===== src/rtl/lho_pkg.sv =====
package lho_pkg;
  localparam int unsigned CTRL_W   = 16;
  localparam int unsigned PD_POS   = 11;
  localparam int unsigned SRST_POS = 15;
endpackage


===== src/rtl/lho_strap_sampler.sv =====
module lho_strap_sampler (
  input  logic clk_i,
  input  logic rst_ni,
  input  logic strap_i,
  output logic strap_o,
  output logic init_o
);
  logic strap_q;
  logic init_q;

  // captured on every edge while reset is held, frozen afterwards
  always_ff @(posedge clk_i) begin
    if (!rst_ni) strap_q <= strap_i;
  end

  // one-cycle pulse after reset release
  always_ff @(posedge clk_i or negedge rst_ni) begin
    if (!rst_ni) init_q <= 1'b1;
    else         init_q <= 1'b0;
  end

  assign strap_o = strap_q;
  assign init_o  = init_q;

  a_r6_strap_frozen: assert property (@(posedge clk_i) disable iff (!rst_ni)
    !init_q |-> $stable(strap_q));
endmodule


===== src/rtl/lho_wr_decode.sv =====
module lho_wr_decode #(
  parameter int unsigned NUM_PORTS = 8,
  parameter int unsigned ADDR_W    = 3
) (
  input  logic              wr_en_i,
  input  logic              mgmt_dis_i,
  input  logic [ADDR_W-1:0] addr_i,
  output logic [NUM_PORTS-1:0] sel_o
);
  logic wr_ok;
  assign wr_ok = wr_en_i & ~mgmt_dis_i;

  for (genvar p = 0; p < NUM_PORTS; p++) begin : g_sel
    assign sel_o[p] = wr_ok & (addr_i == ADDR_W'(p));
  end

  always_comb begin
    a_r10_one_port: assert ($onehot0(sel_o));
  end
endmodule


===== src/rtl/lho_port_ctl.sv =====
module lho_port_ctl (
  input  logic clk_i,
  input  logic rst_ni,
  input  logic init_i,
  input  logic strap_i,
  input  logic wr_i,
  input  logic srst_i,
  input  logic pd_i,
  output logic hold_o
);
  logic hold_q;

  always_ff @(posedge clk_i or negedge rst_ni) begin
    if (!rst_ni)     hold_q <= 1'b1;
    else if (init_i) hold_q <= strap_i;
    else if (wr_i)   hold_q <= srst_i ? strap_i : pd_i;
  end

  assign hold_o = hold_q;

  a_r5_soft_reset: assert property (@(posedge clk_i) disable iff (!rst_ni)
    wr_i && srst_i && !init_i |=> hold_q == strap_i);
  a_r4_set_pd: assert property (@(posedge clk_i) disable iff (!rst_ni)
    wr_i && !srst_i && pd_i && !init_i |=> hold_q);
  a_r3_clear_pd: assert property (@(posedge clk_i) disable iff (!rst_ni)
    wr_i && !srst_i && !pd_i && !init_i |=> !hold_q);
  a_r9_no_spurious: assert property (@(posedge clk_i) disable iff (!rst_ni)
    !$past(wr_i) && !$past(init_i) |-> $stable(hold_q));
endmodule


===== src/rtl/link_holdoff_ctrl.sv =====
module link_holdoff_ctrl
  import lho_pkg::*;
#(
  parameter int unsigned NUM_PORTS = 8,
  parameter int unsigned ADDR_W    = (NUM_PORTS > 1) ? $clog2(NUM_PORTS) : 1
) (
  input  logic                 clk_i,
  input  logic                 rst_ni,
  input  logic                 strap_i,
  input  logic                 mgmt_dis_i,
  input  logic                 wr_en_i,
  input  logic [ADDR_W-1:0]    wr_addr_i,
  input  logic [CTRL_W-1:0]    wr_data_i,
  output logic [NUM_PORTS-1:0] link_en_o,
  output logic [NUM_PORTS-1:0] pd_o
);
  logic                 strap_q;
  logic                 init_q;
  logic [NUM_PORTS-1:0] sel;
  logic [NUM_PORTS-1:0] hold;
  logic                 unused_ctrl_bits;

  // remaining control bits are accepted but do not affect this block
  assign unused_ctrl_bits = ^{wr_data_i[SRST_POS-1:PD_POS+1], wr_data_i[PD_POS-1:0]};

  lho_strap_sampler i_strap (
    .clk_i   (clk_i),
    .rst_ni  (rst_ni),
    .strap_i (strap_i),
    .strap_o (strap_q),
    .init_o  (init_q)
  );

  lho_wr_decode #(.NUM_PORTS(NUM_PORTS), .ADDR_W(ADDR_W)) i_dec (
    .wr_en_i    (wr_en_i),
    .mgmt_dis_i (mgmt_dis_i),
    .addr_i     (wr_addr_i),
    .sel_o      (sel)
  );

  for (genvar p = 0; p < NUM_PORTS; p++) begin : g_port
    lho_port_ctl i_port (
      .clk_i   (clk_i),
      .rst_ni  (rst_ni),
      .init_i  (init_q),
      .strap_i (strap_q),
      .wr_i    (sel[p]),
      .srst_i  (wr_data_i[SRST_POS]),
      .pd_i    (wr_data_i[PD_POS]),
      .hold_o  (hold[p])
    );
  end

  assign pd_o      = hold;
  assign link_en_o = ~hold | {NUM_PORTS{mgmt_dis_i}};

  a_r8_mgmt_blocks_wr: assert property (@(posedge clk_i) disable iff (!rst_ni)
    mgmt_dis_i && !init_q |=> $stable(pd_o));
  a_r1_init_from_strap: assert property (@(posedge clk_i) disable iff (!rst_ni)
    init_q |=> pd_o == {NUM_PORTS{strap_q}});
endmodule


===== config.mk =====
export PLATFORM = sky130hd
export DESIGN_NAME = link_holdoff_ctrl
export DESIGN_NICKNAME = d
export VERILOG_FILES = /design/src/rtl/lho_pkg.sv /design/src/rtl/lho_strap_sampler.sv /design/src/rtl/lho_wr_decode.sv /design/src/rtl/lho_port_ctl.sv /design/src/rtl/link_holdoff_ctrl.sv
export SDC_FILE = /design/constraint.sdc
export NUM_CORES = 1
export LEC_CHECK = 0
export BUFFER_PORTS_ARGS = -buffer_cell sky130_fd_sc_hd__buf_4
export CAP_MARGIN = 20
export CORE_MARGIN = 5
export CORE_UTILIZATION = 42
export CTS_CLUSTER_DIAMETER = 80
export DETAILED_ROUTE_END_ITERATION = 7
export PLACE_DENSITY = 0.81
export SYNTH_ARGS = -nofsm -noshare
export SYNTH_HDL_FRONTEND = slang
export SYNTH_SLANG_ARGS = --single-unit

===== constraint.sdc =====
create_clock -name clk_i -period 2.8 [get_ports clk_i]
set_input_delay 0.56 -clock clk_i [delete_from_list [all_inputs] [get_ports clk_i]]
set_output_delay 0.56 -clock clk_i [all_outputs]
set_load 0.1 [all_outputs]

Word level (Yosys, flattened, before mapping)
Cells that the tools add are included.

storage, ports and cells
  register bits after elaboration = 10
  logic and storage cells = 55
  bits of input ports = 24

operators by class
  multiplexer cells = 17
  bitwise operators = 12
  reductions and logical operators = 9
  eq/ne operators = 7

operators by type and width
  cell                                                                    count
  1-bit two-way mux                                                       17
  2-bit nonzero test                                                      8
  3-bit equality test (second input constant)                             4
  1-bit AND                                                               9
  8-bit NOT                                                               1
  8-bit bitwise OR                                                        1
  3-bit by 2-bit equality test with 1-bit output (second input constant)  2
  3-bit by 1-bit equality test with 1-bit output (second input constant)  1
  3-bit zero test                                                         1
  1-bit NOT                                                               1

Depth between registers and ports, before layout
Gate-level depths: netlist of the first run.

  word-level depth = 5
  gate-level depth with buffers = 4
  depth with buffers taken out = 3

Hierarchy
From an unflattened synthesis of the first run, not the netlist that was laid out.

unflattened totals
  cell total of the unflattened synthesis = 73
  area, all modules = 676.9 sq um

modules (own cells, without submodules)
  module             times used  sequential area each (sq um)  cells an instance  area each (sq um)
  lho_port_ctl       8           26.3                          6                  61.3
  lho_wr_decode      1           0.0                           13                 72.6
  lho_strap_sampler  1           56.3                          4                  63.8
  link_holdoff_ctrl  1           0.0                           8                  50.0

Worst setup path after synthesis of the first run
Ideal clock, no wire load.

  path type = in2out
  start point = in mgmt_dis_i
  end point = out link_en_o[0]
  arrival = 1.311 ns
  buffers on the path = 0
  cell stages on the path = 1
  data required time = 2.240 ns
  slack = 0.929 ns
  cell sequence = nand2b_1

on the way
  longest elaborated chain between the ends = 1

ends and longest elaborated chain
  item              RTL line                 text
  from (decl)       link_holdoff_ctrl.sv:10  input logic mgmt_dis_i,
  8-bit bitwise OR  link_holdoff_ctrl.sv:55  assign link_en_o = ~hold | {NUM_PORTS{mgmt_dis_i}};
  to (decl)         link_holdoff_ctrl.sv:14  output logic [NUM_PORTS-1:0] link_en_o,

Every way passes these cells.

Worst setup path after layout of the first run
  start point = reg g_port[5].i_port.hold_q
  end point = out link_en_o[5]

on the way
  longest elaborated chain between the ends = 2

ends and longest elaborated chain
  item                    RTL line                 text
  from (decl)             lho_port_ctl.sv:11       logic hold_q;
  from (signal assigned)  lho_port_ctl.sv:15       else if (init_i) hold_q <= strap_i;
  from (signal assigned)  lho_port_ctl.sv:16       else if (wr_i) hold_q <= srst_i ? strap_i : pd_i;
  8-bit NOT               link_holdoff_ctrl.sv:55
  8-bit bitwise OR        link_holdoff_ctrl.sv:55

Every way passes these cells.

==> results of run 1 <==
==> layout make-up <==
type / count / area, µm² / area share (%)
Sequential cell: 10 / 267 / 35.1
Inverter: 1 / 3.75 / 0.495
Multi-Input combinational cell: 32 / 245 / 32.3
Timing Repair Buffer: 25 / 188 / 24.8
Clock buffer: 4 / 36.3 / 4.79
Tap cell: 15 / 18.8 / 2.48
==> path summary, 6_finish.rpt <==
check	start	endpoint	depth (start not counted)
max	g_port[5].i_port.hold_o	link_en_o[5]	2
min	rst_ni	g_port[4].i_port.hold_o	1
max reg2reg	i_strap.init_o	g_port[7].i_port.hold_o	3
min reg2reg	g_port[3].i_port.hold_o	g_port[3].i_port.hold_o	1
max in group asynchronous	rst_ni	g_port[6].i_port.hold_o	1
min in group clk_i	strap_i	i_strap.strap_o	1
==> synthesized netlist by cell type <==
cell and count:
a21oi_1 6, a31oi_1 2, and3b_1 1, buf_4 8
buf_6 1, conb_1 1, dfstp_2 9, edfxtp_1 1
inv_1 1, mux2_1 1, mux2_2 7, mux2_4 1
nand2b_1 8, nor2_1 1, nor2_2 1, nor2b_1 2
nor3b_2 1
==> per-stage QoR <==
step / hold WS (ps) / area (µm²)
floorplan: 412 / 587
global placement: 585 / 722
detailed placement: 591 / 722
CTS: 301 / 758
global route: 314 / 758
finish: 299 / 758
==> per-layer routing <==
layer | wire [µm] | up-vias
met3 | 118 | 5
met2 | 553 | 18
li1 | - | 207
met5 | 0 | -
met4 | 35 | 0
met1 | 406 | 200
==> sequential cells by signal (all words and copies together) (netlist names) <==
| signal | cells |
|---|---|
| g_port.i_port.hold_o | 8 |
| i_strap.init_o | 1 |
| i_strap.strap_o | 1 |
==> power groups by stage <==
stage	clock network, µW	logic (µW)	registers (µW)
global placement	0	320	195
detailed placement	0	323	197
CTS	132	323	195
floorplan	0	284	191
finish	129	321	195
global route	137	331	198
==> critical path, delay by kind of cell (launching register included) <==
| kind | cells | cell delay [ps] |
|---|---|---|
| flops | 1 | 550 |
| simple gates | 1 | 60 |
| buf+inv | 1 | 230 |
==> cells by family after synthesis <==
family / count (synthesis) / synth area share [%]
other cells: 1 / 0.639
flops: 10 / 45.4
mux: 9 / 17.9
compound gates: 8 / 7.25
simple gates: 14 / 16.0
buf+inv: 10 / 12.8
==> impl_metrics.ini, run 1 <==
[outcome]
status = finished, final reports clean

[detailed_routing]
drt-total-wl_um = 1110
vias_per_cell = 4.94
drtPass1Iterations = 4
ant_nets = 0
first_iter_violations = 6
wl_per_cell_um = 12.8
drc = 0
dr_total_vias = 430

[clock_network]
cts_inserted_buffers = 3
post-cts-setup-buffers = 0
cts_buffer_depth = 2
cts_root_buf = clkbuf_4
cts_tree = built
cts.sinks = 10
clkLatencyLatePin_ps = 270
clkSlewWorstSetupHoldPaths_ps = 70
h-tree-depth = 1
ctsResizeCount = 0
hold_buffers = 0

[placement]
gp_congestion = 0.671
io_buffers = 25
hpwl_um = 884
place_inst = 83
place_ws_ps = 1150

[floorplanning]
fp.dieH_um = 47.4
core-area_um2 = 1320
die-area_um2 = 2240
start_util_pct = 44.5
fp-row-count = 13
io_pins = 40
die_w_um = 47.4

[critical_path]
regToRegSetupSlack_ps = 1430
critical_path_class = reg -> out
crit_path_top_delay_cell = dfstp_2
cp_max_fo = 3
critPathLaunchType = register
cp-end-kind = output port
cpPeakStageDelay_ps = 550
worstPathRequired_ps = 2240
cp_cell_sequence = nand2b_1 > buf_4
cp.arrival_ps = 1110

[yosys]
syn_area_per_cell_um2 = 11.3
yosysSeqAreaShare_pct = 45.4
syn_nets = 76
ys_warn_count = 0
syn_area_um2 = 587
synthTopCellsByArea = dfstp_2 (40%), mux2_2 (13%), buf_4 (10%), nand2b_1 (8.5%), a21oi_1 (5.1%)
synth_top_area_share_pct = 40.3
yosysTopAreaCell = dfstp_2
netlist_instances = 52
synth-seq-cells = 10
synth.distinct_cells = 17

[cells_and_area]
final_nets = 97
stdcell_count = 87
fillCellCount = 111
area_delta_synth_final_pct = 29.2
post-route-util_pct = 57.5
layout-drive-gt1-share_pct = 66.7
antenna_cells = 0
final_cell_mix = buf_4 (25), dfstp_2 (9), nand2b_1 (8)
layout_commonest_cell = buf_4

[global_route]
top_usage_layer = met2
grtUsageMet3_pct = 3.07
use_met2_pct = 19.0
grt_max_degree = 11
grt_pass1_wl_um = 1690
antenna_found_initial = 0
overflow = 0
grt_usage_pct = 11.2
grt_pass1_vias = 429
use_met1_pct = 11.1

[timing]
finalCritPeriodShare_pct = 59.6
layout_setup_ws_ps = 1130
post-route-min-period_ps = 1670
setup_viol = 0
setup-tns-final_ps = 0
hold_violations = 0
drv_slew = 0
rsz0062_at_grt = false
clock_skew_ps = 4.34
max_freq_mhz = 600

[job]
drv_cap = 0

[pwr]
total_power_uw = 645
internal-power_uw = 328
p_per_area_nw_per_um2 = 851
switching_share_pct = 49.2
p_clk_share_pct = 20.1
ir_worst_vdd_uv = 453
power_frac_comb_pct = 49.7
p_leak_uw = 0.000340
p_sw_uw = 317
pwr-share-seq_pct = 30.2

[worst_hold_path]
hp-class = in -> async
Note: power is estimated with default switching activity, not from simulation.
==> run 2: changes to the inputs <==
--- a/config.mk
+++ b/config.mk
@@ -7,11 +7,12 @@
 export LEC_CHECK = 0
 export BUFFER_PORTS_ARGS = -buffer_cell sky130_fd_sc_hd__buf_4
 export CAP_MARGIN = 20
+export CORE_ASPECT_RATIO = 1.2
 export CORE_MARGIN = 5
-export CORE_UTILIZATION = 42
+export CORE_UTILIZATION = 35
 export CTS_CLUSTER_DIAMETER = 80
 export DETAILED_ROUTE_END_ITERATION = 7
-export PLACE_DENSITY = 0.81
+export PLACE_DENSITY = 0.72
 export SYNTH_ARGS = -nofsm -noshare
 export SYNTH_HDL_FRONTEND = slang
 export SYNTH_SLANG_ARGS = --single-unit
==> constraint.sdc (replaced) <==
create_clock -name clk_i -period 1.45 [get_ports clk_i]
set_input_delay 0.29 -clock clk_i [delete_from_list [all_inputs] [get_ports clk_i]]
set_output_delay 0.29 -clock clk_i [all_outputs]
set_load 0.1 [all_outputs]
==> impl_metrics.ini, run 2 (synthesis gave the netlist of run 1 again) <==
[clock_network]
hold_buffers = 0
cts_buffer_depth = 2
post-cts-setup-buffers = 0
clkSlewWorstSetupHoldPaths_ps = 70
cts_inserted_buffers = 3
cts_root_buf = clkbuf_4
cts_tree = built
clkLatencyLatePin_ps = 270
cts.sinks = 10
ctsResizeCount = 0
h-tree-depth = 1

[placement]
gp_congestion = 0.700
hpwl_um = 848
io_buffers = 25
place_inst = 87
place_ws_ps = 183

[floorplanning]
die_w_um = 47.4
io_pins = 40
start_util_pct = 36.2
core-area_um2 = 1620
die-area_um2 = 2600
fp-row-count = 16
fp.dieH_um = 54.9

[pwr]
power_frac_comb_pct = 52.2
p_sw_uw = 606
p_clk_share_pct = 16.7
total_power_uw = 1190
p_per_area_nw_per_um2 = 1570
switching_share_pct = 50.7
pwr-share-seq_pct = 31.1
internal-power_uw = 588
p_leak_uw = 0.000338
ir_worst_vdd_uv = 857

[global_route]
overflow = 0
grt_usage_pct = 9.48
antenna_found_initial = 0
grt_pass1_vias = 364
grt_max_degree = 11
grt_pass1_wl_um = 1590

[critical_path]
cp_cell_sequence = buf_4
critical-path-top-delay-family = flip-flops
cp_max_fo = 3
critical_path_class = reg -> out
crit_buf_inv = 1
cp-end-kind = output port
crit_path_top_delay_cell = dfstp_2
worstPathRequired_ps = 1160
cpPeakStageDelay_ps = 540
critPathLaunchType = register
cp.arrival_ps = 1100

[detailed_routing]
first_iter_violations = 5
wl_per_cell_um = 11.8
drtPass1Iterations = 4
dr_total_vias = 417
drt-total-wl_um = 1070
drc = 0
vias_per_cell = 4.58
ant_nets = 0

[outcome]
status = finished, final reports clean

[timing]
finalCritPeriodShare_pct = 95.8
drv_slew = 0
rsz0062_at_grt = false
setup_viol = 0
setup-tns-final_ps = 0
post-route-min-period_ps = 1390
layout_setup_ws_ps = 61.5
holdWs_ps = 24.7
clock_skew_ps = 8.37
max_freq_mhz = 720
hold_violations = 0

[cells_and_area]
antenna_cells = 0
stdcell_count = 91
layout-drive-gt1-share_pct = 65.8
area_delta_synth_final_pct = 29.4
layout_commonest_cell = buf_4
largest_reg_flops = 8
final_cell_mix = buf_4 (26), dfstp_2 (9), nand2b_1 (8)
final_nets = 98

[job]
drv_cap = 0

[worst_hold_path]
hp-class = in -> async
[run 2: changes by cell type in the layout (fill, tap and decap cells not counted)]
cell / change
buf_4: +1
clkbuf_8: -1
clkbuf_1: +1
[run 2: per-layer routing]
metal	track usage (%)	wire [µm]	part of all wire, %	up-vias
met2	10.7	446	42	22
met1	13.6	485	45	183
met3	1.97	110	10	4
met4	9.68	27	2.5	0
met5	0	0	0	-
li1	-	-	-	208
[run 2: final cells by class]
type	instances	area [µm²]
Inverter	1	3.75
Fill cell	149	862
Clock buffer	4	26.3
Tap cell	18	22.5
Sequential cell	10	267
Multi-Input combinational cell	32	245
Timing Repair Buffer	26	195
[run 2: path summary, 6_finish.rpt]
check	start	end	slack (ps)	depth (start not counted)
setup / recovery	g_port[5].i_port.hold_o	pd_o[5]	60	1
hold / removal	rst_ni	i_strap.init_o	20	1
setup reg to reg	i_strap.init_o	g_port[7].i_port.hold_o	180	3
hold reg to reg	g_port[2].i_port.hold_o	g_port[2].i_port.hold_o	630	1
max in group asynchronous	rst_ni	g_port[1].i_port.hold_o	1390	1
min in group clk_i	strap_i	i_strap.strap_o	190	1
[run 2: worst register-to-register path, cell delays in order (launching register included)]
cell and delay [ps]:
dfstp_2 540, nor2_2 40, mux2_4 330, mux2_1 290
[run 2: power by group through the flow]
stage | registers (µW) | clock network, µW | logic (µW)
6_report | 372 | 199 | 623
5_1_grt | 379 | 211 | 644
4_1_cts | 373 | 205 | 628
3_5_place_dp | 377 | 0 | 628
3_3_place_gp | 376 | 0 | 623
2_1_floorplan | 369 | 0 | 549
[run 2: per-stage QoR]
stage	utilization [%]	area, µm²
5_1_grt	46.8	759
3_3_place_gp	45.2	733
4_1_cts	46.8	759
2_1_floorplan	-	587
3_5_place_dp	45.2	733
6_report	46.8	759
==> run 3: changes to the inputs <==
--- a/config.mk
+++ b/config.mk
@@ -7,12 +7,11 @@
 export LEC_CHECK = 0
 export BUFFER_PORTS_ARGS = -buffer_cell sky130_fd_sc_hd__buf_4
 export CAP_MARGIN = 20
-export CORE_ASPECT_RATIO = 1.2
 export CORE_MARGIN = 5
-export CORE_UTILIZATION = 35
+export CORE_UTILIZATION = 39
 export CTS_CLUSTER_DIAMETER = 80
 export DETAILED_ROUTE_END_ITERATION = 7
-export PLACE_DENSITY = 0.72
+export PLACE_DENSITY = 0.76
 export SYNTH_ARGS = -nofsm -noshare
 export SYNTH_HDL_FRONTEND = slang
 export SYNTH_SLANG_ARGS = --single-unit
==> constraint.sdc (replaced) <==
create_clock -name clk_i -period 1.3 [get_ports clk_i]
set_input_delay 0.26 -clock clk_i [delete_from_list [all_inputs] [get_ports clk_i]]
set_output_delay 0.26 -clock clk_i [all_outputs]
set_load 0.1 [all_outputs]
==> impl_metrics.ini, run 3 (synthesis gave the netlist of run 1 again) <==
[detailed_routing]
drtPass1Iterations = 5
ant_nets = 0
drc = 0
wl_per_cell_um = 12.5
dr_total_vias = 425
drt-total-wl_um = 1110
vias_per_cell = 4.78
first_iter_violations = 3

[timing]
layout_setup_ws_ps = -30.2
hold_violations = 0
post-route-min-period_ps = 1330
setup_viol = 12
drv_slew = 0
clock_skew_ps = 3.85
finalCritPeriodShare_pct = 102
rsz0062_at_grt = true
max_freq_mhz = 752

[cells_and_area]
area_delta_synth_final_pct = 52.2
largest_reg_flops = 8
final_cell_mix = buf_4 (10), dfstp_2 (9), buf_6 (8)
antenna_cells = 0
final_nets = 98
stdcell_count = 89
fillCellCount = 122
post-route-util_pct = 60.7
layout-drive-gt1-share_pct = 78.1
stdcell_area_um2 = 893
layout_commonest_cell = buf_4

[placement]
io_buffers = 25
gp_congestion = 0.826
place_inst = 85
placed_cell_area_um2 = 763
place_ws_ps = 29.1

[clock_network]
cts_tree = built
clkSlewWorstSetupHoldPaths_ps = 60
h-tree-depth = 1
clkLatencyLatePin_ps = 260
cts_inserted_buffers = 3
cts_root_buf = clkbuf_4
cts_buffer_depth = 2
cts.sinks = 10

[global_route]
grt_pass1_wl_um = 1980
grt_max_degree = 11
overflow = 0
antenna_found_initial = 0
grt_pass1_vias = 438
grt_usage_pct = 10.7

[outcome]
violations = setup timing
status = finished, violations left

[critical_path]
reg2regPathDepth = 3
reg2reg_from = i_strap.init_o
worstPathRequired_ps = 1040
timing.rr.end = g_port[6].i_port.hold_o
regToRegSetupSlack_ps = 20
cp-end-kind = output port
critical_path_class = reg -> out
cp_max_fo = 3
cp.arrival_ps = 1070
critPathLaunchType = register

[floorplanning]
fp-row-count = 14
fp.dieH_um = 48.8
die_w_um = 48.8
core-area_um2 = 1470
start_util_pct = 39.9
io_pins = 40
die-area_um2 = 2380

[job]
drv_cap = 0

[pwr]
total_power_uw = 1450
ir_worst_vdd_uv = 715
p_per_area_nw_per_um2 = 1620
p_leak_uw = 0.000396

[worst_hold_path]
hp-class = in -> async
==> run 3: layer usage <==
layer	part of all wire (%)	track usage (%)	vias up	wire (µm)
met1	44	12.9	194	487
met2	48	16.1	20	529
met4	0.54	5.38	0	6
li1	-	-	209	-
met5	0	0	-	0
met3	7.7	4.59	2	86
==> run 3: metrics by stage <==
| step | TNS [ps] | hold slack, ps |
|---|---|---|
| 6_report | -200 | 6.63 |
| 5_1_grt | -876 | 5.52 |
| 4_1_cts | -365 | 4.47 |
| 3_5_place_dp | 0 | 292 |
| 3_3_place_gp | 0 | 288 |
| 2_1_floorplan | -65.2 | 112 |
==> run 3: critical path, cell delays in order (launching register included) <==
cell      delay (ps)
dfstp_2          570
nand2b_2          70
buf_8            170
==> run 3: area by class of cell <==
| class | count | area (µm²) | area share (%) |
|---|---|---|---|
| Timing Repair Buffer | 26 | 290 | 32.5 |
| Clock buffer | 4 | 26.3 | 2.94 |
| Sequential cell | 10 | 267 | 29.8 |
| Inverter | 1 | 3.75 | 0.420 |
| Multi-Input combinational cell | 32 | 287 | 32.1 |
| Tap cell | 16 | 20.0 | 2.24 |
==> run 3: repair_timing <==
action	4_1_cts	5_1_grt
setup endpoints to repair	16	20
resized for setup	18	9
setup buffers	0	0
hold buffers	0	0
==> run 3: report_power, final <==
part	leakage, µW	internal [µW]	switching (µW)
Sequential	0.000104	389	48.2
Combinational	0.000276	238	553
Clock	0.0000150	118	99.6
==> run 3: how the worst max path moves through the flow <==
stage	startpoint	to	slack, ps	depth (start not counted)
6_report	g_port[6].i_port.hold_o	link_en_o[6]	-30	2
5_1_grt	g_port[7].i_port.hold_o	link_en_o[7]	-80	2
4_1_cts	g_port[3].i_port.hold_o	link_en_o[3]	-40	2
3_5_place_dp	i_strap.init_o	g_port[6].i_port.hold_o	30	3
3_3_place_gp	mgmt_dis_i	g_port[7].i_port.hold_o	50	4
2_1_floorplan	i_strap.init_o	g_port[7].i_port.hold_o	-10	4
